===== src/rtl/pacer_pkg.sv =====
package pacer_pkg;
  typedef enum logic {
    HS_INTERLOCK = 1'b0,
    HS_PACED     = 1'b1
  } hs_mode_e;
endpackage


===== src/rtl/pacer_timing.sv =====
module pacer_timing #(
  parameter int NIB_W      = 4,
  parameter int TMR_W      = 7,
  parameter int UNIT_CLKS  = 2,
  parameter int CODE0_CLKS = 5
) (
  input  logic [NIB_W-1:0] code,
  output logic [TMR_W-1:0] period_len,
  output logic [TMR_W-1:0] high_len
);
  logic [TMR_W-1:0] half;

  always_comb begin
    if (code == '0) period_len = TMR_W'(CODE0_CLKS);
    else            period_len = TMR_W'(UNIT_CLKS * (int'(code) + 2));
    half     = period_len >> 1;
    high_len = (half == '0) ? TMR_W'(1) : half;
  end
endmodule


===== src/rtl/pacer_credit.sv =====
module pacer_credit #(
  parameter int NIB_W = 4
) (
  input  logic             clk,
  input  logic             rst,
  input  logic             clr,
  input  logic             inc,
  input  logic             dec,
  output logic [NIB_W-1:0] count
);
  always_ff @(posedge clk) begin
    if (rst || clr) begin
      count <= '0;
    end else begin
      case ({inc, dec})
        2'b10:   count <= count + 1'b1;
        2'b01:   count <= count - 1'b1;
        default: count <= count;
      endcase
    end
  end
endmodule


===== src/rtl/pacer_req_gen.sv =====
module pacer_req_gen #(
  parameter int TMR_W = 7
) (
  input  logic             clk,
  input  logic             rst,
  input  logic             en,
  input  logic             interlock,
  input  logic             can_issue,
  input  logic             ack_i,
  input  logic [TMR_W-1:0] period_len,
  input  logic [TMR_W-1:0] high_len,
  output logic             req_o,
  output logic             issue
);
  logic [TMR_W-1:0] tmr, tmr_nx;
  logic             req_nx;

  always_comb begin
    issue  = 1'b0;
    tmr_nx = '0;
    req_nx = 1'b0;
    if (en) begin
      if (interlock) begin
        issue  = !req_o && !ack_i && can_issue;
        req_nx = issue || (req_o && !ack_i);
      end else begin
        if (tmr == '0) begin
          issue  = can_issue;
          tmr_nx = issue ? TMR_W'(1) : '0;
        end else begin
          tmr_nx = (tmr == period_len - 1'b1) ? '0 : tmr + 1'b1;
        end
        req_nx = (tmr_nx != '0) && (tmr_nx <= high_len);
      end
    end
  end

  always_ff @(posedge clk) begin
    if (rst) begin
      tmr   <= '0;
      req_o <= 1'b0;
    end else begin
      tmr   <= tmr_nx;
      req_o <= req_nx;
    end
  end
endmodule


===== src/rtl/sync_xfer_pacer.sv =====
module sync_xfer_pacer
  import pacer_pkg::*;
#(
  parameter int CNT_W      = 16,
  parameter int NIB_W      = 4,
  parameter int TMR_W      = 7,
  parameter int UNIT_CLKS  = 2,
  parameter int CODE0_CLKS = 5
) (
  input  logic               clk,
  input  logic               rst,
  input  logic               start_i,
  input  logic [CNT_W-1:0]   byte_cnt_i,
  input  logic [2*NIB_W-1:0] cfg_i,
  input  logic               ack_i,
  input  logic               phase_ok_i,
  output logic               req_o,
  output logic               busy_o,
  output logic               done_o,
  output logic               phase_err_o
);
  localparam int CFG_W = 2 * NIB_W;

  logic [CFG_W-1:0] cfg_q;
  logic [NIB_W-1:0] offset_q, code_q, outst;
  logic [CNT_W-1:0] remaining, to_issue;
  logic [TMR_W-1:0] period_len, high_len;
  logic             ack_q, ack_rise, ack_take, start_go;
  logic             credit_ok, can_issue, issue, en, interlock;
  hs_mode_e         mode;

  assign offset_q  = cfg_q[CFG_W-1:NIB_W];
  assign code_q    = cfg_q[NIB_W-1:0];
  assign mode      = (offset_q == '0) ? HS_INTERLOCK : HS_PACED;
  assign interlock = (mode == HS_INTERLOCK);
  assign start_go  = start_i && !busy_o;
  assign ack_rise  = ack_i && !ack_q;
  assign ack_take  = busy_o && ack_rise && (outst != '0);
  assign en        = busy_o && phase_ok_i;
  assign credit_ok = interlock ? (outst == '0) : (outst < offset_q);
  assign can_issue = (to_issue != '0) && credit_ok;

  pacer_timing #(
    .NIB_W(NIB_W), .TMR_W(TMR_W), .UNIT_CLKS(UNIT_CLKS), .CODE0_CLKS(CODE0_CLKS)
  ) u_timing (
    .code(code_q), .period_len(period_len), .high_len(high_len)
  );

  pacer_credit #(.NIB_W(NIB_W)) u_credit (
    .clk(clk), .rst(rst), .clr(start_go), .inc(issue), .dec(ack_take), .count(outst)
  );

  pacer_req_gen #(.TMR_W(TMR_W)) u_req (
    .clk(clk), .rst(rst), .en(en), .interlock(interlock), .can_issue(can_issue),
    .ack_i(ack_i), .period_len(period_len), .high_len(high_len),
    .req_o(req_o), .issue(issue)
  );

  always_ff @(posedge clk) begin
    if (rst) begin
      ack_q       <= 1'b0;
      cfg_q       <= '0;
      remaining   <= '0;
      to_issue    <= '0;
      busy_o      <= 1'b0;
      done_o      <= 1'b0;
      phase_err_o <= 1'b0;
    end else begin
      ack_q  <= ack_i;
      done_o <= 1'b0;
      if (start_go) begin
        cfg_q       <= cfg_i;
        remaining   <= byte_cnt_i;
        to_issue    <= byte_cnt_i;
        phase_err_o <= 1'b0;
        if (byte_cnt_i == '0) done_o <= 1'b1;
        else                  busy_o <= 1'b1;
      end else if (busy_o) begin
        if (!phase_ok_i) begin
          busy_o      <= 1'b0;
          phase_err_o <= 1'b1;
        end else begin
          if (issue) to_issue <= to_issue - 1'b1;
          if (ack_take && remaining != '0) remaining <= remaining - 1'b1;
          if (remaining == '0 && outst == '0) begin
            done_o <= 1'b1;
            busy_o <= 1'b0;
          end
        end
      end
    end
  end
endmodule


===== config.mk =====
export PLATFORM = sky130hd
export DESIGN_NAME = sync_xfer_pacer
export DESIGN_NICKNAME = d
export VERILOG_FILES = /design/src/rtl/pacer_pkg.sv /design/src/rtl/pacer_timing.sv /design/src/rtl/pacer_credit.sv /design/src/rtl/pacer_req_gen.sv /design/src/rtl/sync_xfer_pacer.sv
export SDC_FILE = /design/constraint.sdc
export NUM_CORES = 1
export LEC_CHECK = 0
export ABC_AREA = 1
export ABC_CLOCK_PERIOD_IN_PS = 3000
export CORE_MARGIN = 5
export CORE_UTILIZATION = 30
export CTS_BUF_LIST = sky130_fd_sc_hd__clkbuf_2 sky130_fd_sc_hd__clkbuf_4 sky130_fd_sc_hd__clkbuf_8
export CTS_CLUSTER_DIAMETER = 80
export DETAILED_ROUTE_END_ITERATION = 16
export GPL_ROUTABILITY_DRIVEN = 0
export GPL_TIMING_DRIVEN = 0
export HOLD_SLACK_MARGIN = 0.1
export REMOVE_ABC_BUFFERS = 1
export SLEW_MARGIN = 10
export SYNTH_ARGS = -nofsm -noshare
export SYNTH_HDL_FRONTEND = slang
export SYNTH_SLANG_ARGS = --single-unit

===== constraint.sdc =====
create_clock -name clk -period 3 [get_ports clk]
set_clock_uncertainty 0.15 [all_clocks]
set_input_delay 0.6 -clock clk [delete_from_list [all_inputs] [get_ports clk]]
set_output_delay 0.6 -clock clk [all_outputs]
set_load 0.05 [all_outputs]

==> results of run 1 <==
==> sequential cells by signal, indices dropped and copies added, names as in the netlist <==
name	count
u_req.req_o	1
u_credit.count	4
to_issue	16
u_req.tmr	7
phase_err_o	1
busy_o	1
cfg_q	8
ack_q	1
remaining	16
done_o	1
==> kinds of logic after synthesis <==
| logic type | Yosys count | synth area share [%] |
|---|---|---|
| flops | 56 | 29.8 |
| buf+inv | 92 | 9.89 |
| fa+ha+maj | 18 | 6.20 |
| compound gates | 92 | 13.8 |
| xor+xnor | 29 | 6.76 |
| simple gates | 287 | 33.5 |
==> final timing paths <==
| check | start | end | slack, ns | depth (start not counted) |
|---|---|---|---|---|
| worst max-delay path | to_issue[0] | u_credit.count[3] | 0.17 | 18 |
| worst min-delay path | remaining[1] | remaining[1] | 0.34 | 2 |
| worst max register to register | to_issue[0] | u_credit.count[3] | 0.17 | 18 |
| worst min register to register | remaining[1] | remaining[1] | 0.34 | 2 |
==> synthesized netlist by cell type, types with 5 or more instances <==
master / n
a21oi_1: 36
a31oi_1: 7
clkbuf_1: 7
dfxtp_1: 56
ha_1: 17
inv_1: 72
nand2_1: 141
nand3_1: 38
nand4_1: 10
nor2_1: 62
nor3_1: 13
o21ai_0: 34
xnor2_1: 5
xor2_1: 24
==> repair_timing <==
action,CTS,global route
setup buffers,1,8
pin swaps,1,5
cloned,0,1
resized for setup,6,14
endpoints found under the setup margin,5,33
endpoints found under the hold margin,0,0
==> area by class of cell <==
| class | count | area share (%) |
|---|---|---|
| repair inverters | 1 | 0.168 |
| well taps | 168 | 4.70 |
| flip-flops and latches | 56 | 25.2 |
| inverters | 77 | 6.65 |
| clock inverters | 2 | 0.783 |
| repair buffers | 41 | 8.66 |
| clock buffers | 6 | 1.70 |
| multi-input cells | 426 | 52.1 |
==> stage by stage <==
stage / hold slack, ns / setup TNS [ns] / cells
final: 0.339 / 0 / 777
after CTS: 0.342 / -0.000980 / 768
after global placement: 0.318 / -31.17 / 759
after detailed placement: 0.326 / -8.09 / 759
after global routing: 0.373 / -0.0755 / 777
after floorplan: 0.294 / 0 / 559
==> report_power, final <==
part	switching [mW]	internal [mW]	leakage, nW	total [mW]
clock network	0.255	0.257	0.0586	0.513
logic	0.399	0.272	1.44	0.671
registers	0.0599	0.797	0.460	0.857
total	0.714	1.33	1.96	2.04
==> tightest hold or removal path, stage by stage, from the launching register on <==
cell and delay, ns:
dfxtp_1 0.33, nand2_1 0.06, a21oi_1 0.06
==> layer usage <==
metal	up-vias	routed length (µm)	track usage (%)
met2	51	4820	22.7
li1	1919	-	-
met3	12	385	2.18
met5	-	0	0
met4	0	134	3.50
met1	1659	4570	17.2
==> summary.md, run 1 <==
| Metric | Value |
|---|---|
| FILL cells | `1291` |
| Starting Density | `30.9%` |
| Tot GR Track Use | `13.2%` |
| CP bufs+invs | `2` |
| Slew margin rel. | `23.5%` |
| Share of layout cells above drive strength 1 | `9.36%` |
| CP delay by family, top | `compound AO/OA/AOI/OAI gates` |
| Fin crit period | `2.83 ns` |
| Register bit total from synthesis | `56` |
| Data arrival, critical path | `2.90 ns` |
| Routed len/inst | `12.8 µm` |
| Core area | `12200 µm²` |
| Clock transition at path regs | `0.10 ns` |
| Vias in the first global route | `3412` |
| DRT iter0 DRCs | `247` |
| Rows | `40` |
| Most frequent cells in the layout | `nand2_1 (139), inv_1 (70), nor2_1 (60), dfxtp_1 (53), nand3_1 (38)` |
| Worst-Skew Late Latency | `0.32 ns` |
| RSZ-0062 raised after global routing | `yes` |
| Commonest non-fill, non-tap cell in the layout | `nand2_1` |
| Critical path's slowest cell | `dfxtp_1` |
| Share of the synthesized area in the top cell type | `29.8%` |
| Leak | `1.96 nW` |
| Max Root-Sink Buffers | `2` |
| Startpoint Class | `flop` |
| Antenna viol nets, final | `0` |
| Fin crit share | `94.2%` |
| Max Cap Violations | `0` |
| # diodes | `0` |
| # IOs | `33` |
| Slew Viols, Final | `0` |
| Via density per instance | `4.69` |
| H-tree depth | `2` |
| Pwr Total | `2.04 mW` |
| Gr ovfl total | `0` |
| Initial antenna violation count | `0` |
| Post-synthesis cell count | `574` |
| Pre-CTS WS | `-0.452 ns` |
| Clk sinks | `56` |
| Inserted Clock Buffers | `5` |
| Design area | `4480 µm²` |
| Slew @ Worst Pin | `1.14 ns` |
| Fin worst setup slack | `0.174 ns` |
| Die Ht | `122 µm` |
| Crit path largest cell delay | `0.33 ns` |
| Status | `complete, no violations` |
| Distinct cells, synth | `41` |
| Hpwl dp | `7210 µm` |
| Hold_buf cts | `0` |
| Util after Layout | `36.8%` |
| Largest net degree at the start of global routing | `44` |
| Multi-input gate area in the final layout | `2330 µm²` |
| Final setup fails | `0` |
| Nets | `655` |
| Critical path class | `reg -> reg` |
| Final hold violations | `0` |
| CP Capture Type | `flop` |
| Drt pass-1 iters | `4` |
| CP required | `3.08 ns` |
| Die area | `14900 µm²` |
| # DRC | `0` |
| Post-synth EDFFs | `0` |
| CP max FO | `3` |
| Pwr Density | `456 nW/µm²` |
| Mapped Area | `3760 µm²` |
| CTS tree | `yes` |
| Synth area leader | `dfxtp_1` |
| Crit path cell chain | `inv_1 > ha_1 > nand2_1 > inv_1 > nand3_2 > o21ai_2 > nor2_4 > o21ai_4 > ha_2 > ha_1 > nand2_1 > nor2_1 > a211oi_2 > nor2_1 > nor2_1 > nand2_1 > o21ai_0 > a21oi_1` |
| Reg area | `1130 µm²` |
| Share of flip-flops with an asynchronous set or reset | `0%` |
| PortBufs | `32` |
| Min-delay worst type | `reg -> reg` |
| Synth top area cells | `dfxtp_1 (30%), nand2_1 (14%), inv_1 (7.2%)` |
| Yosys synthesis warning count | `0` |
| Placed cell area | `4210 µm²` |
| Worst-case vdd ir drop | `0.186 mV` |
| Global-route wire length before repair | `16200 µm` |
| Synth Flop Type | `dfxtp_1` |
| Clock Tree Root | `clkbuf_8` |
| Post-Route WL | `9910 µm` |
| Via count | `3641` |
| Sequential element share of the synthesized area | `29.8%` |
| Syn-to-layout area delta | `19.2%` |
| Max Fclk | `354 MHz` |
| Syn Area/Cell | `6.54 µm²` |
| Chip Width | `122 µm` |
Power figures use the tool's default switching activity.
==> run 2, diff against run 1 <==
--- a/config.mk
+++ b/config.mk
@@ -15,6 +15,7 @@
 export GPL_ROUTABILITY_DRIVEN = 0
 export GPL_TIMING_DRIVEN = 0
 export HOLD_SLACK_MARGIN = 0.1
+export PLACE_DENSITY_LB_ADDON = 0.05
 export REMOVE_ABC_BUFFERS = 1
 export SLEW_MARGIN = 10
 export SYNTH_ARGS = -nofsm -noshare
==> run 2 against run 1 <==
  * Final area grew 3.2%
  * Routed wire length grew 7.8%
  * Critical path depth grew 5
  * Non-clock buffer count grew 9
  * Sequential cell count is the same
  * Total power grew 0.89%
  * Largest power group unchanged
==> summary.md, run 2 (synthesized netlist as in run 1, its figures left out) <==
| Metric | Value |
|---|---|
| Via count | `3635` |
| # diodes | `0` |
| Worst-case vdd ir drop | `0.214 mV` |
| Die Ht | `122 µm` |
| Clock transition at path regs | `0.10 ns` |
| Clk sinks | `56` |
| Gr ovfl total | `0` |
| Global-route wire length before repair | `16900 µm` |
| NetSw | `761 µW` |
| Reg area | `1130 µm²` |
| Most frequent cells in the layout | `nand2_1 (138), inv_1 (68), nor2_1 (56), dfxtp_1 (52), nand3_1 (36)` |
| Hold WS | `0.335 ns` |
| Logic pwr share | `36.0%` |
| Slew Viols, Final | `0` |
| Drt pass-1 iters | `4` |
| FILL cells | `1326` |
| H-tree depth | `2` |
| Top flop regs | `remaining: 16 flops, to_issue: 16 flops, cfg_q: 8 flops` |
| Critical path class | `reg -> reg` |
| Most used cell, CP | `nand2_1` |
| Max Cap Violations | `0` |
| Max Fclk | `357 MHz` |
| Critical path's slowest cell | `dfxtp_4` |
| Post-Route WL | `10700 µm` |
| Pwr Total | `2.06 mW` |
| Via density per instance | `4.63` |
| Commonest non-fill, non-tap cell in the layout | `nand2_1` |
| Sw Share | `37.0%` |
| # placed instances | `760` |
| Core area | `12200 µm²` |
| PortBufs | `32` |
| Crit path cell chain | `ha_4 > inv_4 > nor2_4 > o21ai_2 > nand2_1 > nand2_1 > nor2_1 > nand2_1 > nor2_2 > nand2_2 > clkinv_4 > buf_4 > nor2_1 > ha_1 > nand2_1 > inv_1 > nand2_1 > nand2_1 > a21oi_2 > nand2_1 > nor2_1 > nand2_1 > a21oi_2` |
| Starting Density | `30.9%` |
| Clock network fraction of design power | `22.5%` |
| CP required | `3.13 ns` |
| Placed cell area | `4230 µm²` |
| Vias in the first global route | `3339` |
| CTS tree | `yes` |
| Fin crit period | `2.80 ns` |
| Data arrival, critical path | `2.93 ns` |
| Inserted Clock Buffers | `5` |
| Startpoint Class | `flop` |
| Sequential power share | `41.6%` |
| CP max FO | `6` |
| Rows | `40` |
| Share of layout cells above drive strength 1 | `13.3%` |
| Int Power | `1.30 mW` |
| Finished Layout Cells | `785` |
| DRT iter0 DRCs | `206` |
| Chip Width | `122 µm` |
| Slew @ Worst Pin | `0.842 ns` |
| Syn-to-layout area delta | `23.0%` |
| Largest net degree at the start of global routing | `36` |
| CP bufs+invs | `4` |
| Slew margin rel. | `43.8%` |
| Antenna viol nets, final | `0` |
| Leak | `2.01 nW` |
| Nets | `663` |
| Crit path largest cell delay | `0.38 ns` |
| Clock Tree Root | `clkbuf_8` |
| Status | `complete, no violations` |
| Min-delay worst type | `reg -> reg` |
| Hold_buf cts | `0` |
| Final setup fails | `0` |
| # DRC | `0` |
| Fin crit share | `93.3%` |
| Max Root-Sink Buffers | `2` |
| Routed len/inst | `13.6 µm` |
| Final hold violations | `0` |
| Pwr Density | `446 nW/µm²` |
| Die area | `14900 µm²` |
| Fin worst setup slack | `0.202 ns` |
| Tot GR Track Use | `14.5%` |
| Worst-Skew Late Latency | `0.33 ns` |
| Multi-input gate area in the final layout | `2420 µm²` |
| # IOs | `33` |
| Hpwl dp | `7780 µm` |
| CP delay by family, top | `simple AND/OR/NAND/NOR gates` |
| Design area | `4620 µm²` |
| Pre-CTS WS | `-0.386 ns` |
| CP Capture Type | `flop` |
| Initial antenna violation count | `0` |
==> run 2: changes by cell type in the layout (fill, tap and decap cells not counted), sizes merged <==
cell,before,now
bufinv,1,0
clkinvlp,2,0
inv,74,75
clkdlybuf4s50,32,31
buf,9,19
clkinv,3,4
==> run 2: worst paths after layout <==
check	startpoint	end	slack, ns	depth (start not counted)
setup / recovery	cfg_q[1]	u_req.req_o	0.20	23
hold reg to reg	u_credit.count[0]	u_credit.count[0]	0.33	2
setup reg to reg	cfg_q[1]	u_req.req_o	0.20	23
hold / removal	u_credit.count[0]	u_credit.count[0]	0.33	2
==> run 2: what timing repair did <==
item                                    in CTS  in global routing
setup buffers                                5                 12
resized for setup                            6                 43
pin swaps                                    2                 29
endpoints found under the setup margin       4                  2
==> run 2: final cells by class <==
type / instances / area share, %
multi-input combinational: 426 / 52.4
sequential: 56 / 24.5
timing repair buffer: 50 / 10.1
inverter: 77 / 6.47
tap: 168 / 4.55
clock buffer: 6 / 1.79
clock inverter: 2 / 0.217
==> run 2: power by group through the flow <==
stage          clock network, mW  registers, mW  logic, mW
4_1_cts                    0.485          0.855      0.664
3_5_place_dp                   0          0.871      0.647
5_1_grt                    0.514          0.864      0.843
2_1_floorplan                  0          0.865      0.471
3_3_place_gp                   0          0.871      0.639
6_report                   0.462          0.855      0.741
==> run 2: per-stage QoR <==
step	setup TNS [ns]	utilization, %
2_1_floorplan	0	-
3_3_place_gp	-39.78	34.6
3_5_place_dp	-3.51	34.8
4_1_cts	0	36.0
5_1_grt	-0.0280	38.0
6_report	0	38.0
==> run 2: per-layer routing <==
layer	part of all wire, %	vias up	track usage, %	wire (µm)
met1	52	1644	20.5	5500
met2	44	34	21.9	4730
met5	0	-	0	0
met3	2.5	14	2.83	263
met4	1.7	0	4.97	186
li1	-	1943	-	-
==> run 2: tightest hold or removal path, stage by stage (launching register included) <==
cell	delay (ns)
dfxtp_1	0.33
nand2_1	0.06
a21oi_1	0.05
